===== src/rtl/bpu_pkg.sv =====
package bpu_pkg;

  typedef enum logic {
    ROUTE_NMI = 1'b0,
    ROUTE_SMI = 1'b1
  } alarm_route_e;

  // Even parity over a data word and its command field
  function automatic logic fold_parity(input logic [63:0] word, input int unsigned used);
    logic acc;
    acc = 1'b0;
    for (int unsigned i = 0; i < 64; i++) begin
      if (i < used) acc = acc ^ word[i];
    end
    return acc;
  endfunction

endpackage


===== src/rtl/bpu_par_gen.sv =====
module bpu_par_gen #(
  parameter int DATA_W = 32,
  parameter int CBE_W  = 4
) (
  input  logic              clk,
  input  logic              rst_n,
  input  logic [DATA_W-1:0] ad_i,
  input  logic [CBE_W-1:0]  cbe_n_i,
  input  logic              addr_phase_i,
  input  logic              data_phase_i,
  input  logic              is_initiator_i,
  input  logic              is_target_i,
  input  logic              write_i,
  input  logic              ad_oe_i,
  output logic              par_o,
  output logic              par_oe_o
);
  import bpu_pkg::*;

  localparam int FIELD_W = DATA_W + CBE_W;

  logic par_d, par_q;
  logic oe_d, oe_q;
  logic addr_drive, data_drive;

  always_comb begin
    par_d      = fold_parity(64'({cbe_n_i, ad_i}), FIELD_W);
    addr_drive = addr_phase_i & is_initiator_i;
    data_drive = data_phase_i & ((is_initiator_i & write_i) | (is_target_i & ~write_i));
    oe_d       = ad_oe_i & (addr_drive | data_drive);
  end

  always_ff @(posedge clk or negedge rst_n) begin
    if (!rst_n) begin
      par_q <= 1'b0;
      oe_q  <= 1'b0;
    end else begin
      par_q <= par_d;
      oe_q  <= oe_d;
    end
  end

  assign par_o    = par_q;
  assign par_oe_o = oe_q;

endmodule


===== src/rtl/bpu_par_chk.sv =====
module bpu_par_chk #(
  parameter int DATA_W = 32,
  parameter int CBE_W  = 4
) (
  input  logic              clk,
  input  logic              rst_n,
  input  logic [DATA_W-1:0] ad_i,
  input  logic [CBE_W-1:0]  cbe_n_i,
  input  logic              data_phase_i,
  input  logic              is_target_i,
  input  logic              write_i,
  input  logic              irdy_n_i,
  input  logic              trdy_n_i,
  input  logic              par_i,
  output logic              mismatch_o
);
  import bpu_pkg::*;

  localparam int FIELD_W = DATA_W + CBE_W;

  logic cap_d, cap_q;
  logic exp_d, exp_q;
  logic exp_en;

  always_comb begin
    cap_d  = data_phase_i & is_target_i & write_i & ~irdy_n_i & ~trdy_n_i;
    exp_en = cap_d;
    exp_d  = fold_parity(64'({cbe_n_i, ad_i}), FIELD_W);
  end

  always_ff @(posedge clk or negedge rst_n) begin
    if (!rst_n) begin
      cap_q <= 1'b0;
      exp_q <= 1'b0;
    end else begin
      cap_q <= cap_d;
      if (exp_en) exp_q <= exp_d;
    end
  end

  // Received parity arrives one clock after the captured phase
  assign mismatch_o = cap_q & (par_i ^ exp_q);

endmodule


===== src/rtl/bpu_err_report.sv =====
module bpu_err_report (
  input  logic clk,
  input  logic rst_n,
  input  logic mismatch_i,
  input  logic perr_n_i,
  input  logic status_clr_i,
  input  logic alarm_en_i,
  input  logic alarm_sel_i,
  output logic par_err_o,
  output logic perr_n_o,
  output logic perr_oe_o,
  output logic status_o,
  output logic nmi_req_o,
  output logic smi_req_o
);
  import bpu_pkg::*;

  logic err_q, hold_q;
  logic stat_d, stat_q, stat_en;
  logic ext_err, event_d;
  logic nmi_d, nmi_q, smi_d, smi_q;
  alarm_route_e route;

  always_comb begin
    route   = alarm_route_e'(alarm_sel_i);
    ext_err = ~perr_n_i & ~perr_oe_o;
    event_d = mismatch_i | ext_err;
    stat_en = event_d | status_clr_i;
    stat_d  = event_d;
    nmi_d   = event_d & alarm_en_i & (route == ROUTE_NMI);
    smi_d   = event_d & alarm_en_i & (route == ROUTE_SMI);
  end

  always_ff @(posedge clk or negedge rst_n) begin
    if (!rst_n) begin
      err_q  <= 1'b0;
      hold_q <= 1'b0;
      stat_q <= 1'b0;
      nmi_q  <= 1'b0;
      smi_q  <= 1'b0;
    end else begin
      err_q  <= mismatch_i;
      hold_q <= err_q;
      if (stat_en) stat_q <= stat_d;
      nmi_q  <= nmi_d;
      smi_q  <= smi_d;
    end
  end

  assign par_err_o = err_q;
  assign perr_n_o  = ~err_q;
  assign perr_oe_o = err_q | hold_q;
  assign status_o  = stat_q;
  assign nmi_req_o = nmi_q;
  assign smi_req_o = smi_q;

endmodule


===== src/rtl/bus_parity_unit.sv =====
module bus_parity_unit #(
  parameter int DATA_W = 32,
  parameter int CBE_W  = 4
) (
  input  logic              clk,
  input  logic              rst_n,
  input  logic [DATA_W-1:0] ad_i,
  input  logic [CBE_W-1:0]  cbe_n_i,
  input  logic              addr_phase_i,
  input  logic              data_phase_i,
  input  logic              is_initiator_i,
  input  logic              is_target_i,
  input  logic              write_i,
  input  logic              irdy_n_i,
  input  logic              trdy_n_i,
  input  logic              ad_oe_i,
  input  logic              par_i,
  input  logic              perr_n_i,
  input  logic              status_clr_i,
  input  logic              alarm_en_i,
  input  logic              alarm_sel_i,
  output logic              par_o,
  output logic              par_oe_o,
  output logic              par_err_o,
  output logic              perr_n_o,
  output logic              perr_oe_o,
  output logic              status_o,
  output logic              nmi_req_o,
  output logic              smi_req_o
);

  logic mismatch;

  bpu_par_gen #(.DATA_W(DATA_W), .CBE_W(CBE_W)) u_gen (
    .clk            (clk),
    .rst_n          (rst_n),
    .ad_i           (ad_i),
    .cbe_n_i        (cbe_n_i),
    .addr_phase_i   (addr_phase_i),
    .data_phase_i   (data_phase_i),
    .is_initiator_i (is_initiator_i),
    .is_target_i    (is_target_i),
    .write_i        (write_i),
    .ad_oe_i        (ad_oe_i),
    .par_o          (par_o),
    .par_oe_o       (par_oe_o)
  );

  bpu_par_chk #(.DATA_W(DATA_W), .CBE_W(CBE_W)) u_chk (
    .clk          (clk),
    .rst_n        (rst_n),
    .ad_i         (ad_i),
    .cbe_n_i      (cbe_n_i),
    .data_phase_i (data_phase_i),
    .is_target_i  (is_target_i),
    .write_i      (write_i),
    .irdy_n_i     (irdy_n_i),
    .trdy_n_i     (trdy_n_i),
    .par_i        (par_i),
    .mismatch_o   (mismatch)
  );

  bpu_err_report u_rpt (
    .clk          (clk),
    .rst_n        (rst_n),
    .mismatch_i   (mismatch),
    .perr_n_i     (perr_n_i),
    .status_clr_i (status_clr_i),
    .alarm_en_i   (alarm_en_i),
    .alarm_sel_i  (alarm_sel_i),
    .par_err_o    (par_err_o),
    .perr_n_o     (perr_n_o),
    .perr_oe_o    (perr_oe_o),
    .status_o     (status_o),
    .nmi_req_o    (nmi_req_o),
    .smi_req_o    (smi_req_o)
  );

endmodule


===== config.mk =====
export PLATFORM = sky130hd
export DESIGN_NAME = bus_parity_unit
export DESIGN_NICKNAME = d
export VERILOG_FILES = /design/src/rtl/bpu_pkg.sv /design/src/rtl/bpu_par_gen.sv /design/src/rtl/bpu_par_chk.sv /design/src/rtl/bpu_err_report.sv /design/src/rtl/bus_parity_unit.sv
export SDC_FILE = /design/constraint.sdc
export NUM_CORES = 1
export LEC_CHECK = 0
export ABC_CLOCK_PERIOD_IN_PS = 1200
export BUFFER_PORTS_ARGS = -buffer_cell sky130_fd_sc_hd__buf_4
export CELL_PAD_IN_SITES_DETAIL_PLACEMENT = 1
export CELL_PAD_IN_SITES_GLOBAL_PLACEMENT = 1
export CORE_UTILIZATION = 22
export DETAILED_ROUTE_END_ITERATION = 7
export PLACE_DENSITY_LB_ADDON = 0.1
export SETUP_SLACK_MARGIN = 0.05
export SLEW_MARGIN = 20
export SYNTH_ARGS = -nofsm -noshare
export SYNTH_HDL_FRONTEND = slang
export SYNTH_SLANG_ARGS = --single-unit
export TNS_END_PERCENT = 30

===== constraint.sdc =====
create_clock -name clk -period 1.2 [get_ports clk]
set_clock_uncertainty 0.1 [all_clocks]
set_input_delay 0.12 -clock clk [delete_from_list [all_inputs] [get_ports clk]]
set_output_delay 0.12 -clock clk [all_outputs]
set_load 0.02 [all_outputs]

==> flow_summary.ini, run 1 <==
[outcome]
status = finished, violations left
violations = setup timing

[global_route]
overflow = 0
grt_pass1_vias = 714
grt_pass1_wl_um = 2570
track_usage = 0.103
grt_max_degree = 10
antenna_found_initial = 0

[synthesis]
synth_seq_area_share = 0.353
synth-seq-cells = 9
synth_edf_count = 0
ys.flop_type = dfrtp_1
ys_top_cells_by_area = xnor2_1, dfrtp_1, xor2_1, xnor3_1, inv_1
syn_area_um2 = 638
netlist.top_cell.by_area = xnor2_1
synthCells = 61
synth_cell_types = 16
syn_nets = 112
yosysWarnings = 0
synth_top_cell_area_share = 0.398
async_flop_share = 1.00
syn_avg_cell_area_um2 = 10.5

[route]
dr_total_vias = 656
drt_iter0_drc = 4
via_per_inst = 4.10
wire_per_inst_um = 9.63
drt_pass1_iterations = 3
routed_wl_um = 1540
ant_nets = 0
drc = 0

[floorplanning]
die_w_um = 55.9
core_um2 = 2760
start_util = 0.231
dieHeight_um = 55.9
pin_count = 59
core.rowCount = 19
die-area_um2 = 3120

[clocking]
clk_transition_reported_paths_ps = 60
cts_sinks = 9
postCtsSetupRepairBufs = 0
htreeDepth = 1
cts_root_buf = clkbuf_4
cts_tree = done
clk_latency_ps = 250
clockBufferDepth = 2
numCtsBuffers = 3

[timing]
setup_tns_ps = -348
hold_viol = 0
grt_setup_unrepaired = yes
slew_viol_final = 0
tightest_slew_ps = 256
setup_violations = 3
period_minus_slack_ps = 1490
timing.fmax_ghz = 0.673
fin_crit_sh = 1.24
setup_ws_ps = -285
slew-limit-headroom = 0.827

[placement]
dpl.hpwl_um = 1380
portBuffers = 58
pre_cts_ws_ps = -566
dpl-instance-area_um2 = 1130
gp_congestion = 0.628
dp_cells = 152

[layout]
final_common_cell = buf_4
syn2layout_area_growth_pct = 98.0
stdcell_count = 160
drive_gt1_frac = 0.550
fin_nets = 181
final_cell_mix = buf_4, xnor2_1, dfrtp_1, buf_6, xor2_1
design_area_um2 = 1260
fillers = 321
n_antenna_cell = 0

[power_and_ir_drop]
internal_power_uw = 902
max-vdd-ir-drop_uv = 608
p_seq_frac = 0.296
p_sw_frac = 0.290
p_per_area_nw_per_um2 = 1010
p_leak_nw = 0.626
clkPwrFrac = 0.177
p_comb_frac = 0.528
p_sw_uw = 369

[worst_setup_path]
setup.worst_path.end = u_chk.exp_q$_DFFE_PN0P_
crit_required_ps = 1240
worst_setup_path_start_kind = input port
reg2reg_from = u_rpt.par_err_o$_DFF_PN0_
r2r_cells = 3
cp_max_fo = 2
crit_type = input port to flop
crit_path_end_kind = flop
crit_path_start = ad_i[15]
r2r_end = u_rpt.smi_req_o$_DFF_PN0_
rrSetupSlack_ps = 80
critPathArrivalTime_ps = 1520

[job]
cap_viol_max_count = 0

[worst_hold_path]
holdCritPathClass = input port to flop
cell usage after synthesis (3+ instances only):
| cell type | number |
|---|---|
| dfrtp_1 | 9 |
| xor2_1 | 5 |
| nand2_1 | 3 |
| inv_1 | 4 |
| xnor2_1 | 29 |
metal layers:
metal / vias up / GRT usage / share of wire
met5: - / 0 / 0
met4: 0 / 0.0523 / 0.0097
met3: 2 / 0.00930 / 0.067
met2: 30 / 0.219 / 0.61
met1: 300 / 0.0946 / 0.31
li1: 324 / - / -
worst max-delay path, cell delays in order:
cell,delay (ps)
buf_4,110
xor2_1,170
xnor2_1,150
xnor2_1,140
xnor3_1,420
xnor2_1,150
mux2_2,260
what timing repair did:
action | 4_1_cts | 5_1_grt
endpoints found under the setup margin | 7 | 7
pin swaps | 2 | 4
hold buffers | 4 | 0
gates resized for setup | 9 | 5
hold endpoints to repair | 11 | 0
logic make-up after synthesis:
kind of cell	count (synthesis)	share of synthesized area
XOR/XNOR	35	0.502
flip-flops	9	0.353
AND/OR/NAND/NOR	8	0.0667
AO/OA/AOI/OAI	4	0.0373
buffers and inverters	4	0.0235
multiplexers	1	0.0176
final cells by class:
cell class                 instances  area, um2  share of cell area
clock buffer                       4       26.3              0.0208
inverter                           4       15.0              0.0119
multi-input combinational         48        445               0.352
sequential                         9        225               0.178
tap                               31       38.8              0.0307
timing repair buffer              64        513               0.406
worst min path at each step:
stage	startpoint	to	slack [ps]	depth (start not counted)
detailed placement	rst_n	u_rpt.smi_req_o$_DFF_PN0_	-150	1
global route	perr_n_i	u_rpt.nmi_req_o$_DFF_PN0_	40	4
CTS	perr_n_i	u_rpt.nmi_req_o$_DFF_PN0_	30	4
finish	perr_n_i	u_rpt.nmi_req_o$_DFF_PN0_	30	4
global placement	rst_n	u_rpt.smi_req_o$_DFF_PN0_	-150	1
floorplan	rst_n	u_chk.cap_q$_DFF_PN0_	-280	0
power groups by stage:
stage	Clock [mW]	Sequential [mW]	Combinational, mW
floorplan	0	0.410	0.376
finish	0.225	0.376	0.671
CTS	0.238	0.374	0.667
global placement	0	0.379	0.629
detailed placement	0	0.380	0.643
global route	0.258	0.382	0.722
through the flow:
stage / utilization / total power [mW] / hold slack, ps
CTS: 0.447 / 1.28 / 29.8
floorplan: - / 0.786 / -276
global placement: 0.412 / 1.01 / -151
global route: 0.458 / 1.36 / 39.9
finish: 0.458 / 1.27 / 33.8
detailed placement: 0.412 / 1.02 / -151
Power figures use the tool's default switching activity.
==> run 2, diff against run 1 <==
- CORE_MARGIN: not set -> 4
==> flow_summary.ini, run 2 (synthesis gave the netlist of run 1 again) <==
[worst_setup_path]
r2r_end = u_rpt.smi_req_o$_DFF_PN0_
crit_path_frequent_cell = xnor2_1
critPathArrivalTime_ps = 1530
crit_type = input port to flop
slowest_stage = xnor3_1
cp_slowest_stage_delay_ps = 420
reg2reg_from = u_rpt.par_err_o$_DFF_PN0_
rrSetupSlack_ps = 70
cp_cell_sequence = buf_6, xor2_2, xnor2_1, xnor2_1, xnor3_1, xnor2_1, mux2_2
r2r_cells = 3
cp_max_fo = 2
crit_required_ps = 1240
worst_setup_path_start_kind = input port
crit_path_end_kind = flop

[worst_hold_path]
whs_path_depth = 3
min-delay-start = status_clr_i
holdCritPathClass = input port to flop
holdPathEnd = u_rpt.status_o$_DFFE_PN0P_

[clocking]
clk_latency_ps = 250
clk_transition_reported_paths_ps = 60
htreeDepth = 1
numCtsBuffers = 3
cts_tree = done
postCtsSetupRepairBufs = 0
cts_root_buf = clkbuf_4
clockBufferDepth = 2
cts_sinks = 9

[floorplanning]
dieHeight_um = 61.9
core.rowCount = 19
die_w_um = 61.9
core_um2 = 2760
die-area_um2 = 3830
start_util = 0.231
pin_count = 59

[route]
drt_pass1_iterations = 2
wire_per_inst_um = 11.0
dr_total_vias = 646
drc = 0
drt_iter0_drc = 6
routed_wl_um = 1750
ant_nets = 0
via_per_inst = 4.04

[layout]
final_cell_mix = buf_4, xnor2_1, dfrtp_1, xnor2_2, buf_6
final_common_cell = buf_4
n_antenna_cell = 0
drive_gt1_frac = 0.574
multiInputGateArea_um2 = 462
ff_latch_area_um2 = 225
design_area_um2 = 1280
fillers = 324
syn2layout_area_growth_pct = 100
stdcell_count = 160
fin_nets = 181

[global_route]
grt_pass1_wl_um = 2700
grt_pass1_vias = 748
grt_max_degree = 10
antenna_found_initial = 0
track_usage = 0.0937
overflow = 0

[power_and_ir_drop]
power.total_mw = 1.28
max-vdd-ir-drop_uv = 744
p_leak_nw = 0.629
p_per_area_nw_per_um2 = 1000

[outcome]
violations = setup timing
status = finished, violations left

[timing]
hold_viol = 0
fin_crit_sh = 1.24
period_minus_slack_ps = 1490
slew-limit-headroom = 0.825
setup_ws_ps = -289
setup_tns_ps = -376
tightest_slew_ps = 258
slew_viol_final = 0
hold_slack_ps = 40.0
setup_violations = 3
timing.fmax_ghz = 0.672
grt_setup_unrepaired = yes

[placement]
portBuffers = 58
dp_cells = 152
dpl-instance-area_um2 = 1130
gp_congestion = 0.618

[job]
cap_viol_max_count = 0
-- run 2: worst max-delay path: cells and delay by family --
| family | cells | cell delay [ps] |
|---|---|---|
| xor gates and xnor gates | 5 | 1060 |
| muxes | 1 | 260 |
| buffers and inverters | 1 | 90 |
-- run 2: layout make-up --
cell class / count / area share
well taps: 31 / 0.0304
clock buffers: 4 / 0.0206
flip-flops and latches: 9 / 0.176
repair buffers: 64 / 0.399
multi-input cells: 48 / 0.362
inverters: 4 / 0.0118
-- run 2: what timing repair did --
item,4_1_cts,5_1_grt
hold buffers,4,0
hold endpoints to repair,11,0
endpoints found under the setup margin,7,7
pin swaps,4,7
resized for setup,12,4
-- run 2: how the worst max path moves through the flow --
stage	from	endpoint
2_1_floorplan	ad_i[15]	u_chk.exp_q$_DFFE_PN0P_
3_3_place_gp	ad_i[15]	u_chk.exp_q$_DFFE_PN0P_
6_report	ad_i[16]	u_chk.exp_q$_DFFE_PN0P_
3_5_place_dp	ad_i[4]	u_chk.exp_q$_DFFE_PN0P_
4_1_cts	ad_i[8]	u_chk.exp_q$_DFFE_PN0P_
5_1_grt	ad_i[15]	u_chk.exp_q$_DFFE_PN0P_
-- run 2: per-stage QoR --
step / utilization / setup slack, ps
finish: 0.463 / -289
global route: 0.463 / -369
CTS: 0.454 / -281
detailed placement: 0.412 / -587
global placement: 0.412 / -552
floorplan: - / -377
-- run 2: per-layer routing --
| layer | wire length (um) | global-route usage |
|---|---|---|
| met2 | 1050 | 0.187 |
| met1 | 575 | 0.0956 |
| met4 | 0 | 0.0455 |
| met3 | 131 | 0.00826 |
| met5 | 0 | 0 |
-- run 2: where the power goes --
part	internal (mW)	leakage, nW	total (mW)	switching, mW
clock network	0.128	0.0150	0.233	0.105
logic	0.421	0.498	0.671	0.251
registers	0.353	0.116	0.373	0.0200
==> run 3, diff against run 2 <==
--- a/constraint.sdc
+++ b/constraint.sdc
@@ -4,2 +4,2 @@
 set_output_delay 0.12 -clock clk [all_outputs]
-set_load 0.02 [all_outputs]
+set_load 0.01 [all_outputs]
==> flow_summary.ini, run 3 (synthesis gave the netlist of run 1 again) <==
[outcome]
status = finished, violations left
violations = setup timing

[timing]
slew-limit-headroom = 0.825
period_minus_slack_ps = 1490
slew_viol_final = 0
setup_ws_ps = -289
setup_violations = 3
fin_crit_sh = 1.24
grt_setup_unrepaired = yes
tightest_slew_ps = 258
setup_tns_ps = -353
timing.fmax_ghz = 0.672
hold_viol = 0

[floorplanning]
pin_count = 59
die_w_um = 61.9
die-area_um2 = 3830
start_util = 0.231
core.rowCount = 19
core_um2 = 2760
dieHeight_um = 61.9

[worst_setup_path]
crit_required_ps = 1240
cp_cell_sequence = buf_6, xor2_2, xnor2_1, xnor2_1, xnor3_1, xnor2_1, mux2_2
critPathArrivalTime_ps = 1530
cp_slowest_stage_delay_ps = 420
cp_max_fo = 2
crit_type = input port to flop
r2r_cells = 3
crit_path_start = ad_i[16]
crit_path_end_kind = flop
worst_setup_path_start_kind = input port
reg2reg_from = u_rpt.par_err_o$_DFF_PN0_
rrSetupSlack_ps = 90
crit_path_frequent_cell = xnor2_1
r2r_end = u_rpt.smi_req_o$_DFF_PN0_
slowest_stage = xnor3_1

[power_and_ir_drop]
p_per_area_nw_per_um2 = 991
p_leak_nw = 0.629
max-vdd-ir-drop_uv = 685

[placement]
dp_cells = 152
dpl-instance-area_um2 = 1130
gp_congestion = 0.618
portBuffers = 58

[route]
ant_nets = 0
drt_iter0_drc = 5
dr_total_vias = 648
routed_wl_um = 1750
wire_per_inst_um = 10.9
drc = 0
drt_pass1_iterations = 2
via_per_inst = 4.05

[clocking]
clk_latency_ps = 250
numCtsBuffers = 3
clk_transition_reported_paths_ps = 60
cts_sinks = 9
cts_root_buf = clkbuf_4
postCtsSetupRepairBufs = 0
clockBufferDepth = 2
cts_tree = done
htreeDepth = 1

[layout]
syn2layout_area_growth_pct = 97.5
final_common_cell = buf_4
design_area_um2 = 1260
fillers = 323
finish.utilization = 0.457
fin_nets = 181
stdcell_count = 160
n_antenna_cell = 0
drive_gt1_frac = 0.566
final_cell_mix = buf_4, xnor2_1, dfrtp_1, xnor2_2

[global_route]
grt_max_degree = 10
track_usage = 0.0941
grt_pass1_vias = 750
grt_pass1_wl_um = 2720
antenna_found_initial = 0
overflow = 0

[worst_hold_path]
min-delay-start = perr_n_i
holdPathEnd = u_rpt.nmi_req_o$_DFF_PN0_
whs_path_depth = 4
holdCritPathClass = input port to flop

[job]
cap_viol_max_count = 0
## run 3: worst max path at each step
stage                                    endpoint  slack (ps)  cells after the start
after floorplan           u_chk.exp_q$_DFFE_PN0P_        -380                      6
after global placement    u_chk.exp_q$_DFFE_PN0P_        -550                      7
after detailed placement  u_chk.exp_q$_DFFE_PN0P_        -590                      7
after CTS                 u_chk.exp_q$_DFFE_PN0P_        -280                      7
after global routing      u_chk.exp_q$_DFFE_PN0P_        -370                      7
final                     u_chk.exp_q$_DFFE_PN0P_        -290                      7
## run 3: per-layer routing
layer	GRT usage	routed length, um	vias to the layer above
li1	-	-	324
met1	0.0969	568	295
met2	0.187	1040	29
met3	0.00826	141	0
met4	0.0455	0	0
met5	0	0	-
## run 3: cell type report
class | instances | area, um2 | area share
clock buffers | 4 | 26.3 | 0.0209
inverters | 4 | 15.0 | 0.0119
multi-input cells | 48 | 449 | 0.357
flip-flops and latches | 9 | 225 | 0.179
well taps | 31 | 38.8 | 0.0308
repair buffers | 64 | 505 | 0.401
## run 3: repair_timing
action / 4_1_cts / 5_1_grt
hold endpoints to repair: 12 / 0
endpoints found under the setup margin: 6 / 8
hold buffers: 4 / 0
pin swaps: 2 / 2
resized for setup: 9 / 4
## run 3: stage by stage
stage | hold WS [ps] | setup WS, ps | total power [mW]
finish | 37.0 | -289 | 1.25
global route | 44.8 | -369 | 1.35
CTS | 32.1 | -281 | 1.27
detailed placement | -150 | -587 | 1.00
global placement | -151 | -552 | 0.985
floorplan | -276 | -377 | 0.764
## run 3: worst max-delay path, delay by kind of cell
| family | cells | cell delay, ps |
|---|---|---|
| muxes | 1 | 260 |
| buffers and inverters | 1 | 90 |
| xor gates and xnor gates | 5 | 1060 |
## run 3: report_power, final
part	internal (mW)	leakage [nW]	switching, mW
Combinational	0.416	0.497	0.226
Sequential	0.353	0.116	0.0202
Clock	0.128	0.0150	0.105
Total	0.898	0.629	0.351
